==> config.mk <==
export PLATFORM = sky130hd
export DESIGN_NAME = ient_seq
export DESIGN_NICKNAME = d
export VERILOG_FILES = /design/src/rtl/ient_pkg.sv /design/src/rtl/ient_arbiter.sv /design/src/rtl/ient_gate_dec.sv /design/src/rtl/ient_frame_mux.sv /design/src/rtl/ient_seq.sv
export SDC_FILE = /design/constraint.sdc
export NUM_CORES = 1
export LEC_CHECK = 0
export ABC_AREA = 1
export BUFFER_PORTS_ARGS = -buffer_cell sky130_fd_sc_hd__buf_4
export CORE_ASPECT_RATIO = 0.6
export CORE_UTILIZATION = 48
export DETAILED_ROUTE_END_ITERATION = 8
export GPL_TIMING_DRIVEN = 0
export PLACE_DENSITY_LB_ADDON = 0.05
export RECOVER_POWER = 50
export SLEW_MARGIN = 5
export SYNTH_ARGS = -nofsm -noshare
export SYNTH_HDL_FRONTEND = slang
export SYNTH_SLANG_ARGS = --single-unit
==> constraint.sdc <==
create_clock -name clk -period 3.2 [get_ports clk]
set_input_delay 0.64 -clock clk [delete_from_list [all_inputs] [get_ports clk]]
set_output_delay 0.64 -clock clk [all_outputs]
set_load 0.01 [all_outputs]
==> src/rtl/ient_pkg.sv <==
package ient_pkg;
  localparam int WORD_W   = 32;
  localparam int SEL_W    = 16;
  localparam int P_BIT    = 15;
  localparam int WORD_B   = WORD_W / 8;

  typedef enum logic [3:0] {
    S_IDLE, S_VEC, S_GLO, S_GHI, S_CHK, S_PF, S_PCS, S_PPC,
    S_JMP, S_FLT, S_RPC, S_RCS, S_RFL, S_RET
  } st_e;

  typedef struct packed {
    logic [WORD_W-1:0] off;
    logic [SEL_W-1:0]  sel;
    logic              present;
  } gate_t;
endpackage

==> src/rtl/ient_arbiter.sv <==
module ient_arbiter (
  input  logic idle,
  input  logic insn_done,
  input  logic nmi_req,
  input  logic irq_req,
  input  logic iret_req,
  input  logic ie,
  output logic take_nmi,
  output logic take_irq,
  output logic take_iret
);
  logic at_bnd, irq_ok;
  assign at_bnd    = idle && insn_done;
  assign irq_ok    = irq_req && ie;
  assign take_nmi  = at_bnd && nmi_req;
  assign take_irq  = at_bnd && !nmi_req && irq_ok;
  assign take_iret = at_bnd && !nmi_req && !irq_ok && iret_req;
endmodule

==> src/rtl/ient_gate_dec.sv <==
module ient_gate_dec import ient_pkg::*; (
  input  logic [WORD_W-1:0] w_lo,
  input  logic [15:0]       off_hi,
  input  logic              p_bit,
  output gate_t             gate
);
  always_comb begin
    gate.off     = {off_hi, w_lo[15:0]};
    gate.sel     = w_lo[31:16];
    gate.present = p_bit;
  end
endmodule

==> src/rtl/ient_frame_mux.sv <==
module ient_frame_mux import ient_pkg::*; (
  input  st_e               st,
  input  logic [WORD_W-1:0] sp,
  input  logic [WORD_W-1:0] gate_a,
  input  logic [WORD_W-1:0] flags,
  input  logic [SEL_W-1:0]  cs,
  input  logic [WORD_W-1:0] pc,
  output logic              req,
  output logic              we,
  output logic [WORD_W-1:0] addr,
  output logic [WORD_W-1:0] wdata
);
  logic [WORD_W-1:0] sp_dn;
  assign sp_dn = sp - WORD_W'(WORD_B);

  always_comb begin
    req   = 1'b0;
    we    = 1'b0;
    addr  = '0;
    wdata = '0;
    case (st)
      S_GLO: begin req = 1'b1; addr = gate_a; end
      S_GHI: begin req = 1'b1; addr = gate_a + WORD_W'(WORD_B); end
      S_PF:  begin req = 1'b1; we = 1'b1; addr = sp_dn; wdata = flags; end
      S_PCS: begin req = 1'b1; we = 1'b1; addr = sp_dn; wdata = WORD_W'(cs); end
      S_PPC: begin req = 1'b1; we = 1'b1; addr = sp_dn; wdata = pc; end
      S_RPC, S_RCS, S_RFL: begin req = 1'b1; addr = sp; end
      default: ;
    endcase
  end
endmodule

==> src/rtl/ient_seq.sv <==
module ient_seq import ient_pkg::*; #(
  parameter int VEC_W   = 8,
  parameter int NMI_VEC = 2,
  parameter int IE_BIT  = 9
) (
  input  logic              clk,
  input  logic              rst_n,
  input  logic              insn_done,
  input  logic              irq_req,
  input  logic              nmi_req,
  input  logic              iret_req,
  input  logic              vec_valid,
  output logic              vec_ready,
  input  logic [VEC_W-1:0]  vec_data,
  input  logic [31:0]       idt_base,
  input  logic [31:0]       cur_flags,
  input  logic [15:0]       cur_cs,
  input  logic [31:0]       cur_pc,
  input  logic [31:0]       cur_sp,
  output logic              upd_valid,
  output logic [31:0]       upd_flags,
  output logic [15:0]       upd_cs,
  output logic [31:0]       upd_pc,
  output logic [31:0]       upd_sp,
  output logic              busy,
  output logic              fault,
  output logic              mem_req,
  output logic              mem_we,
  output logic [31:0]       mem_addr,
  output logic [31:0]       mem_wdata,
  input  logic              mem_ack,
  input  logic [31:0]       mem_rdata
);
  localparam int GATE_SH = $clog2(2 * WORD_B);
  localparam logic [VEC_W-1:0] NMI_V = VEC_W'(NMI_VEC);
  localparam logic [WORD_W-1:0] IE_MASK = WORD_W'(1) << IE_BIT;
  localparam logic [WORD_W-1:0] STEP = WORD_W'(WORD_B);

  st_e               st;
  logic [WORD_W-1:0] sp_r, sav_flags, sav_pc, glo;
  logic [SEL_W-1:0]  sav_cs;
  logic [15:0]       ghi_off;
  logic              ghi_p;
  logic [VEC_W-1:0]  vec_r;
  logic [WORD_W-1:0] gate_a;
  gate_t             gate;
  logic              take_nmi, take_irq, take_iret;

  assign gate_a = idt_base + (WORD_W'(vec_r) << GATE_SH);

  ient_arbiter u_arb (
    .idle(st == S_IDLE), .insn_done(insn_done), .nmi_req(nmi_req),
    .irq_req(irq_req), .iret_req(iret_req), .ie(cur_flags[IE_BIT]),
    .take_nmi(take_nmi), .take_irq(take_irq), .take_iret(take_iret)
  );

  ient_gate_dec u_dec (
    .w_lo(glo), .off_hi(ghi_off), .p_bit(ghi_p), .gate(gate)
  );

  ient_frame_mux u_mux (
    .st(st), .sp(sp_r), .gate_a(gate_a), .flags(sav_flags), .cs(sav_cs),
    .pc(sav_pc), .req(mem_req), .we(mem_we), .addr(mem_addr), .wdata(mem_wdata)
  );

  always_ff @(posedge clk) begin
    if (!rst_n) begin
      st        <= S_IDLE;
      sp_r      <= '0;
      sav_flags <= '0;
      sav_pc    <= '0;
      sav_cs    <= '0;
      glo       <= '0;
      ghi_off   <= '0;
      ghi_p     <= 1'b0;
      vec_r     <= '0;
    end else begin
      case (st)
        S_IDLE: begin
          if (take_nmi || take_irq) begin
            sav_flags <= cur_flags;
            sav_cs    <= cur_cs;
            sav_pc    <= cur_pc;
            sp_r      <= cur_sp;
            if (take_nmi) begin
              vec_r <= NMI_V;
              st    <= S_GLO;
            end else begin
              st    <= S_VEC;
            end
          end else if (take_iret) begin
            sp_r <= cur_sp;
            st   <= S_RPC;
          end
        end
        S_VEC: if (vec_valid) begin vec_r <= vec_data; st <= S_GLO; end
        S_GLO: if (mem_ack) begin glo <= mem_rdata; st <= S_GHI; end
        S_GHI: if (mem_ack) begin
          ghi_off <= mem_rdata[31:16];
          ghi_p   <= mem_rdata[P_BIT];
          st      <= S_CHK;
        end
        S_CHK: st <= gate.present ? S_PF : S_FLT;
        S_PF:  if (mem_ack) begin sp_r <= sp_r - STEP; st <= S_PCS; end
        S_PCS: if (mem_ack) begin sp_r <= sp_r - STEP; st <= S_PPC; end
        S_PPC: if (mem_ack) begin sp_r <= sp_r - STEP; st <= S_JMP; end
        S_RPC: if (mem_ack) begin sav_pc <= mem_rdata; sp_r <= sp_r + STEP; st <= S_RCS; end
        S_RCS: if (mem_ack) begin sav_cs <= mem_rdata[SEL_W-1:0]; sp_r <= sp_r + STEP; st <= S_RFL; end
        S_RFL: if (mem_ack) begin sav_flags <= mem_rdata; sp_r <= sp_r + STEP; st <= S_RET; end
        default: st <= S_IDLE;
      endcase
    end
  end

  always_comb begin
    busy      = (st != S_IDLE);
    vec_ready = (st == S_VEC);
    fault     = (st == S_FLT);
    upd_valid = (st == S_JMP) || (st == S_RET);
    upd_flags = '0;
    upd_cs    = '0;
    upd_pc    = '0;
    upd_sp    = '0;
    if (st == S_JMP) begin
      upd_flags = sav_flags & ~IE_MASK;
      upd_cs    = gate.sel;
      upd_pc    = gate.off;
      upd_sp    = sp_r;
    end else if (st == S_RET) begin
      upd_flags = sav_flags;
      upd_cs    = sav_cs;
      upd_pc    = sav_pc;
      upd_sp    = sp_r;
    end
  end

  p_boundary_r1: assert property (@(posedge clk) disable iff (!rst_n)
    $rose(busy) |-> $past(insn_done));
  p_mask_r2: assert property (@(posedge clk) disable iff (!rst_n)
    (st == S_VEC && $past(st == S_IDLE)) |-> $past(cur_flags[IE_BIT]));
  p_nmi_first_r3: assert property (@(posedge clk) disable iff (!rst_n)
    $past(st == S_IDLE && insn_done && nmi_req) |-> (st == S_GLO && vec_r == NMI_V));
  p_vec_wait_r4: assert property (@(posedge clk) disable iff (!rst_n)
    vec_ready |-> !mem_req);
  p_fault_quiet_r8: assert property (@(posedge clk) disable iff (!rst_n)
    fault |=> (!busy && !upd_valid && !fault));
  p_upd_end_r10: assert property (@(posedge clk) disable iff (!rst_n)
    upd_valid |=> (!busy && !upd_valid));
  p_req_hold_r11: assert property (@(posedge clk) disable iff (!rst_n)
    (mem_req && !mem_ack) |=> (mem_req && $stable(mem_addr) && $stable(mem_we) && $stable(mem_wdata)));
endmodule

### After elaboration in Yosys (flattened, before gate mapping)

Index checks and enable logic that the tools add are counted.

| storage, ports and cells | value |
|---|---|
| flip-flop bits (word level) | 173 |
| bits of input ports | 192 |
| logic and storage cells | 112 |

| cells by class | value |
|---|---|
| $add $sub $neg | 4 |
| equality and inequality tests | 27 |
| multiplexer cells | 43 |
| reduce and logical (&&, ||, !) cells | 29 |

Operator list:

| cell | number |
|---|---|
| $mux W32 | 13 |
| $pmux W32 S3 | 2 |
| $pmux W32 S2 | 2 |
| $pmux W32 S4 | 1 |
| $add A32 B3 Y32 const B | 2 |
| $mux W16 | 4 |
| $mux W4 | 12 |
| $pmux W4 S11 | 1 |
| $add A32 B11 Y32 | 1 |
| $pmux W16 S2 | 1 |
| $sub A32 B3 Y32 const B | 1 |
| $eq A4 B4 Y1 const B | 6 |
| $mux W8 | 3 |
| $ne A2 B2 Y1 const B | 11 |
| $eq A4 B3 Y1 const B | 4 |
| $pmux W8 S2 | 1 |
| $reduce_and A10 Y1 | 1 |
| $reduce_and A3 Y1 | 3 |
| $eq A4 B2 Y1 const B | 2 |
| $reduce_and A4 Y1 | 2 |
| $reduce_bool A2 Y1 | 4 |
| $reduce_or A8 Y1 | 1 |
| $logic_and A1 B1 Y1 | 7 |
| $reduce_or A3 Y1 | 2 |
| other kinds (11) | 16 |

### Depth between registers and ports, before layout

Gate-level depths: netlist of run 1.

| depth | value |
|---|---|
| depth after elaboration | 8 |
| depth in mapped cells | 18 |
| gate-level depth less buffers | 18 |

### Cells and area by module

From an unflattened synthesis of run 1, not the netlist that was laid out.

| second synthesis, totals | value |
|---|---|
| cells, all modules | 2,468 |
| area total of the unflattened synthesis | 14,142.3 um^2 |

By module, submodules not included:

| module | instances | cells an instance | area each (um^2) | sequential area each (um^2) |
|---|---|---|---|---|
| ient_seq | 1 | 1,779 | 10,792.9 | 3,463.3 |
| ient_frame_mux | 1 | 632 | 2,945.3 | 0.0 |
| ient_gate_dec | 1 | 49 | 367.9 | 0.0 |
| ient_arbiter | 1 | 8 | 36.3 | 0.0 |

### Worst setup path after synthesis of run 1

No wires, ideal clock.

| path | value |
|---|---|
| kind | input port to output port |
| from | input port idt_base[3] |
| to | output port mem_addr[21] |
| data arrival time | 2.813 ns |
| setup slack | -0.253 ns |
| cell stages on the path | 12 |
| buffers on the path | 0 |
| cell sequence | ha_1 -> fa_1 -> nand3_1 -> nor2_1 -> nand3_1 -> nor2_1 -> nand4_1 -> nor2_1 -> nand2_1 -> o21ai_0 -> nand2_1 -> o21ai_0 |

| between the ends | value |
|---|---|
| word-level cells in the longest chain between the ends | 3 |

Ends and longest elaborated chain:

| item | line | text |
|---|---|---|
| start, declared | ient_seq.sv:15 | `input logic [31:0] idt_base,` |
| $add A32 B11 Y32 * | ient_seq.sv:49 | `assign gate_a = idt_base + (WORD_W'(vec_r) << GATE_SH);` |
| $add A32 B3 Y32 | ient_frame_mux.sv:23 | `S_GHI: begin req = 1'b1; addr = gate_a + WORD_W'(WORD_B); end` |
| $pmux W32 S4 * | ient_frame_mux.sv:21 | `case (st)` |
| end, declared | ient_seq.sv:29 | `output logic [31:0] mem_addr,` |

Mark *: on every way between the ends. The rest lies on a longest branch, timed or not.

### Final worst setup path of run 1

| path | value |
|---|---|
| from | register vec_r[0] |
| to | output port mem_addr[17] |

| between the ends | value |
|---|---|
| word-level cells in the longest chain between the ends | 3 |

Ends and longest elaborated chain:

| item | line | text |
|---|---|---|
| start, declared | ient_seq.sv:44 | `logic [VEC_W-1:0] vec_r;` |
| start signal, assigned | ient_seq.sv:76 | `vec_r <= '0;` |
| start signal, assigned | ient_seq.sv:86 | `vec_r <= NMI_V;` |
| start signal, assigned | ient_seq.sv:96 | `S_VEC: if (vec_valid) begin vec_r <= vec_data; st <= S_GLO; end` |
| $add A32 B11 Y32 * | ient_seq.sv:49 |  |
| $add A32 B3 Y32 | ient_frame_mux.sv:23 |  |
| $pmux W32 S4 * | ient_frame_mux.sv:21 |  |

Marks and branches as above.

==> out/qor.txt, run 1 <==
final wirelength: 66.04 mm
Critical Path Fanout Max: 5
Setup Viol. Count Final: 26
startpoint types: flip-flop
Hold Crit Depth: 3
total number of vias: 18,598
routability congestion estimate: 1.052
Row Count: 45
Final #Nets: 2,846
Worst Path Buf+Inv: 3
outcome: complete, but fails checks
Final period util: 1.185
first-pass GRT wire length: 94.05 mm
slew margin rel.: 0.3393
final count of hold timing violations: 0
residual DRC count: 0
maximum vdd drop: 0.0004218 V
dpl hpwl: 51.04 mm
crit path capture: mem_addr[17]
drt via density: 6.189
syn_nets: 2,403
antenna violations before repair: 0
Cell variety after synth: 50
htree depth: 4
FMAX: 0.2638 GHz
Arr. time, crit path: 3.15 ns
Crit path largest cell delay: 0.43 ns
final setup TNS: -11.45 ns
CTS tree: done
clock sink count: 173
Pwr Density: 762.5 mW/mm2
Final min period: 3.791 ns
die height: 128.2 um
Multi-input gate area: 0.008656 mm2
DIE AREA: 0.02720 mm2
Critical Path, Cell by Cell: ha_4, fa_2, buf_4, nand2_1, nand2_2, nand3_4, nand2_4, nand2_1, nand2_1, nand2_2, inv_4, nor2_4, nand2_1, nor2_2, nand2_1, nand3_1, nand4_1, buf_4
WP data required: 2.56 ns
Max Root-Sink Buffers: 2
leak pwr: 7.956 nW
vias in the first global route: 16,057
die width: 212.3 um
antenna cells: 0
total gr overflow: 0
max-slew violation count: 0
most frequent cells in the layout: nand2_1 (536), buf_4 (421), inv_1 (237)
post-layout util: 0.6977
Crit-path slowest cell: fa_2
post-placement worst setup slack: -0.7097 ns
max_cap viols: 0
crit end category: output port
Worst Setup SP: vec_r[0]$_SDFFE_PN0P_
I/O Buffers: 372
Clock Skew: 0.01604 ns
pin count of the biggest net entering global routing: 20
CTS Hold Bufs: 0
RSZ-0062 raised after global routing: true
worst r2r dst: sav_pc[9]$_SDFFE_PN0P_
Post-synth EDFFs: 0
DR iter-0 viols: 3,095
Tightest Pin Transition: 0.9911 ns
Final ANT Viol Nets: 0
layout cells sized above 1: 0.2680
Worst-path clk slew: 0.07 ns
Seq cells post-synth: 173
Register-to-Register Setup Slack: 0.21 ns
Mapped Cells: 2,199
count of non-filler cells in the finished layout: 3,005
Hold Crit Class: input pin to flip-flop
sequential area share after synthesis: 0.2720
storage element area: 0.003468 mm2
placed instance count: 2,923
Initial Utilization: 0.4959
CTS buffer count: 17
Post-Syn Area per Cell: 5.790 um2
area of the mapped netlist: 0.01273 mm2
commonest non-fill, non-tap cell in the layout: nand2_1
Ys Warns: 0
root buf cell: clkbuf_16
Clock Latency Late Sink: 0.46 ns
total stage count of the critical path: 18
GRT Util Overall: 0.4600
WS Path Type: flip-flop to output port
P&R area growth vs syn: 40.69%
critical path's most frequent cell: nand2_1
core outline area: 0.02567 mm2
fill cell count: 2,250
failing checks: negative setup slack
final setup margin: -0.5911 ns
Pre-antenna DRT Iters: 9
FF-to-FF Start: st[1]$_SDFFE_PN0P_
CP top delay family: simple AND/OR/NAND/NOR gates
Main synth FF type: dfxtp_1
Synth async-reset ratio: 0
I/O pins: 374
worst r2r path cells: 13
Tot Pwr: 13.66 mW
Avg WL per Cell: 21.98 um
[layout make-up]
type | count | area share
clock buffer | 18 | 0.02396
inverter | 265 | 0.05686
buffer | 114 | 0.02906
sequential | 173 | 0.1936
tap | 352 | 0.02459
timing repair buffer | 425 | 0.1796
multi-input combinational | 1646 | 0.4832
clock inverter | 12 | 0.009150
[flip-flops by register name, summed over array words and instances (netlist names)]
signal / flops
ghi_off: 16
ghi_p: 1
glo: 32
sav_cs: 16
sav_flags: 32
sav_pc: 32
sp_r: 32
st: 4
vec_r: 8
[per-layer routing]
metal  GRT usage  vias up  part of all wire
met5     0.01815        -           0.00094
met4      0.1333        2             0.031
met3      0.2048      214              0.18
met2      0.6008     1657              0.38
met1      0.6599     8493              0.40
li1            -     8232                 -
[stage by stage]
step / hold WS [ns] / cell area (um2)
after floorplan: 0.4245 / 12830
after global routing: 0.4670 / 17910
after global placement: 0.4336 / 16060
after CTS: 0.4471 / 17300
final: 0.4433 / 17910
after detailed placement: 0.4388 / 16060
[worst min-delay path: stages]
cell	delay (ns)
buf_4	0.09
a22oi_1	0.06
nor2_1	0.07
[cell usage after synthesis (2+ instances only)]
| cell type | instances | area, um2 |
|---|---|---|
| a31oi_1 | 91 | 569.3 |
| nor2_4 | 3 | 33.78 |
| nor2_1 | 217 | 814.5 |
| o221ai_1 | 5 | 43.79 |
| nor3b_1 | 2 | 15.01 |
| buf_4 | 3 | 22.52 |
| o211ai_1 | 20 | 150.1 |
| nand3_1 | 196 | 980.9 |
| a41oi_1 | 11 | 96.34 |
| nand4_1 | 29 | 181.4 |
| a21oi_2 | 2 | 17.52 |
| nand3b_1 | 9 | 67.56 |
| and2_1 | 2 | 12.51 |
| buf_2 | 16 | 80.08 |
| dfxtp_1 | 173 | 3463 |
| clkinv_1 | 4 | 15.01 |
| o21ai_1 | 40 | 200.2 |
| inv_1 | 250 | 938.4 |
| xor2_1 | 3 | 26.28 |
| ha_1 | 11 | 137.6 |
| or2_2 | 4 | 25.02 |
| o22ai_1 | 16 | 100.1 |
| buf_1 | 2 | 7.510 |
| nand2_2 | 3 | 18.77 |
| a22oi_1 | 2 | 15.01 |
| nor3_2 | 2 | 20.02 |
| nor4_1 | 6 | 37.54 |
| o21ai_0 | 224 | 1121 |
| clkbuf_1 | 94 | 352.8 |
| o2111ai_1 | 6 | 52.55 |
| inv_2 | 11 | 41.29 |
| nand2_1 | 589 | 2211 |
| a21oi_1 | 116 | 580.6 |
| nor3_1 | 21 | 105.1 |
[power by group]
| group | switching (mW) | internal (mW) |
|---|---|---|
| clock | 0.993 | 1.23 |
| sequential | 0.656 | 2.95 |
| combinational | 5.44 | 2.40 |
| total | 7.09 | 6.57 |
[kinds of logic after synthesis]
| kind of cell | Yosys count | synth area share |
|---|---|---|
| adders and majority gates | 12 | 0.01238 |
| AOI/OAI and AO/OA | 543 | 0.2405 |
| DFF | 173 | 0.2720 |
| xor gates and xnor gates | 4 | 0.002752 |
| and+or+nand+nor | 1086 | 0.3570 |
| buffers and inverters | 381 | 0.1154 |
[how the worst min path moves through the flow]
stage                                        start                    endpoint  slack [ns]
after floorplan           ghi_off[15]$_SDFFE_PN0P_    ghi_off[15]$_SDFFE_PN0P_        0.42
after global placement         glo[1]$_SDFFE_PN0P_         glo[1]$_SDFFE_PN0P_        0.43
after detailed placement       glo[6]$_SDFFE_PN0P_         glo[6]$_SDFFE_PN0P_        0.44
after CTS                              vec_data[7]       vec_r[7]$_SDFFE_PN0P_        0.45
after global routing                 cur_flags[15]  sav_flags[15]$_SDFFE_PN0P_        0.47
final                                  vec_data[7]       vec_r[7]$_SDFFE_PN0P_        0.44
[timing repair]
action | CTS | global route
buffers inserted | 22 | 31
gates cloned | 1 | 0
gates resized for setup | 158 | 137
endpoints found under the setup margin | 134 | 99
pin swaps | 30 | 44
No activity file was read; power rests on OpenSTA's default activity.
==> run 2, diff against run 1 <==
--- a/config.mk
+++ b/config.mk
@@ -7,10 +7,10 @@
 export LEC_CHECK = 0
 export ABC_AREA = 1
 export BUFFER_PORTS_ARGS = -buffer_cell sky130_fd_sc_hd__buf_4
-export CORE_ASPECT_RATIO = 0.6
+export CORE_ASPECT_RATIO = 0.75
 export CORE_UTILIZATION = 48
 export DETAILED_ROUTE_END_ITERATION = 8
-export GPL_TIMING_DRIVEN = 0
+export GPL_ROUTABILITY_DRIVEN = 0
 export PLACE_DENSITY_LB_ADDON = 0.05
 export RECOVER_POWER = 50
 export SLEW_MARGIN = 5
==> out/qor.txt, run 2 (synthesis gave the netlist of run 1 again) <==
Tightest Pin Transition: 0.8309 ns
core outline area: 0.02604 mm2
dpl cell area: 0.01659 mm2
CTS tree: done
P&R area growth vs syn: 41.40%
Pre-antenna DRT Iters: 9
Crit-path slowest cell: fa_2
Final min period: 3.656 ns
residual DRC count: 2
I/O Buffers: 373
Setup Viol. Count Final: 74
Critical Path, Cell by Cell: buf_4, ha_4, fa_2, nand2_2, nor2_4, nand2_2, nor2_4, nand3_2, nor2_4, nand3_2, nor2_4, nand2_1, nand2_1, nand3_1, nand3b_1, buf_4
met3 GRT Util: 0.09216
Tot Pwr: 12.88 mW
total number of vias: 17,454
dpl hpwl: 40.67 mm
first-pass GRT wire length: 83.54 mm
DIE AREA: 0.02719 mm2
Arr. time, crit path: 3.02 ns
antenna cells: 0
I/O pins: 374
final setup margin: -0.4558 ns
DR iter-0 viols: 2,359
Multi-input gate area: 0.008424 mm2
post-layout util: 0.6915
grt peak-use layer: met1
Final period util: 1.142
crit end category: output port
startpoint types: input pin
GRT Util Overall: 0.3950
most frequent cells in the layout: nand2_1 (548), buf_4 (495), inv_1 (248)
Crit path largest cell delay: 0.60 ns
leak pwr: 8.061 nW
Initial Utilization: 0.4890
final count of hold timing violations: 0
slew margin rel.: 0.4455
total gr overflow: 0
Final Instance Area: 0.01800 mm2
Avg WL per Cell: 18.89 um
Clock Latency Late Sink: 0.44 ns
Max Root-Sink Buffers: 2
storage element area: 0.003467 mm2
failing checks: design-rule violations, negative setup slack
htree depth: 4
Final #Nets: 2,830
die width: 190.1 um
FMAX: 0.2735 GHz
Hold Crit Class: flip-flop to flip-flop
vias in the first global route: 15,086
WS Path Type: input pin to output port
critical path's most frequent cell: nor2_4
WP data required: 2.56 ns
outcome: complete, but fails checks
drt via density: 5.851
CTS Hold Bufs: 0
antenna violations before repair: 0
Row Count: 51
met1 usage: 0.5734
met2 Track Usage GR: 0.5619
Worst Path Buf+Inv: 2
root buf cell: clkbuf_16
RSZ-0062 raised after global routing: true
commonest non-fill, non-tap cell in the layout: nand2_1
final wirelength: 56.36 mm
CTS buffer count: 17
Final ANT Viol Nets: 0
fill cell count: 2,376
die height: 143.0 um
Clock Skew: 0.007965 ns
pin count of the biggest net entering global routing: 113
final setup TNS: -10.57 ns
maximum vdd drop: 0.0004746 V
Worst-path clk slew: 0.07 ns
Pwr Density: 715.3 mW/mm2
clock sink count: 173
CP top delay family: simple AND/OR/NAND/NOR gates
Critical Path Fanout Max: 7
max-slew violation count: 0
layout cells sized above 1: 0.2690
max_cap viols: 0
-- run 2: changes by cell type in the layout (fill, tap and decap cells not counted), moves of 7 or more --
cell      change
inv_1        +11
o21ai_0      +11
nor2_2        -7
nand2_4      -10
nand2_1      +12
buf_4        +74
buf_2        -16
o21ai_2       -9
clkbuf_2     -14
inv_2         -7
nor2_1       +12
clkbuf_1     -65
-- run 2: path summary, 6_finish.rpt --
kind / start / endpoint / slack, ns / cells after the start
worst max-delay path: idt_base[3] / mem_addr[20] / -0.46 / 16
worst max register to register: st[1]$_SDFFE_PN0P_ / sav_pc[1]$_SDFFE_PN0P_ / -0.13 / 13
worst min register to register: glo[8]$_SDFFE_PN0P_ / glo[8]$_SDFFE_PN0P_ / 0.45 / 2
worst min-delay path: glo[8]$_SDFFE_PN0P_ / glo[8]$_SDFFE_PN0P_ / 0.45 / 2
-- run 2: final cells by class --
type,instances,share of cell area
Clock buffer,20,0.02537
Inverter,265,0.05546
Multi-Input combinational cell,1645,0.4679
Tap cell,344,0.02391
Timing Repair Buffer,523,0.2241
Clock inverter,12,0.01022
Timing Repair inverter,1,0.0004170
Sequential cell,173,0.1926
-- run 2: worst min-delay path, cell delays in order (launching register included) --
cell	delay, ns
dfxtp_1	0.30
inv_1	0.05
a21oi_1	0.05
-- run 2: what timing repair did --
| item | CTS | global route |
|---|---|---|
| endpoints found under the setup margin | 28 | 58 |
| hold endpoints to repair | 0 | 0 |
| pin swaps | 44 | 37 |
| buffers inserted | 20 | 9 |
| resized for setup | 112 | 60 |
| cloned | 0 | 1 |
-- run 2: metrics by stage --
| stage | setup slack (ns) | hold slack, ns | std cells |
|---|---|---|---|
| after detailed placement | -0.5248 | 0.4394 | 2923 |
| after global routing | -0.6203 | 0.4674 | 2983 |
| after CTS | -0.3173 | 0.4442 | 2974 |
| after floorplan | -0.04477 | 0.4245 | 2199 |
| final | -0.4558 | 0.4491 | 2983 |
| after global placement | -0.4160 | 0.4334 | 2923 |
-- run 2: where the power goes --
group | internal, mW | switching, mW | leakage, nW
combinational | 2.42 | 4.51 | 6.33
clock | 1.36 | 0.954 | 0.313
sequential | 2.95 | 0.692 | 1.42
-- run 2: routing by layer --
metal  part of all wire  routed length [um]
met1               0.42               23920
met2               0.41               23210
met3               0.13                7414
met4              0.032                1814
met5                  0                   0
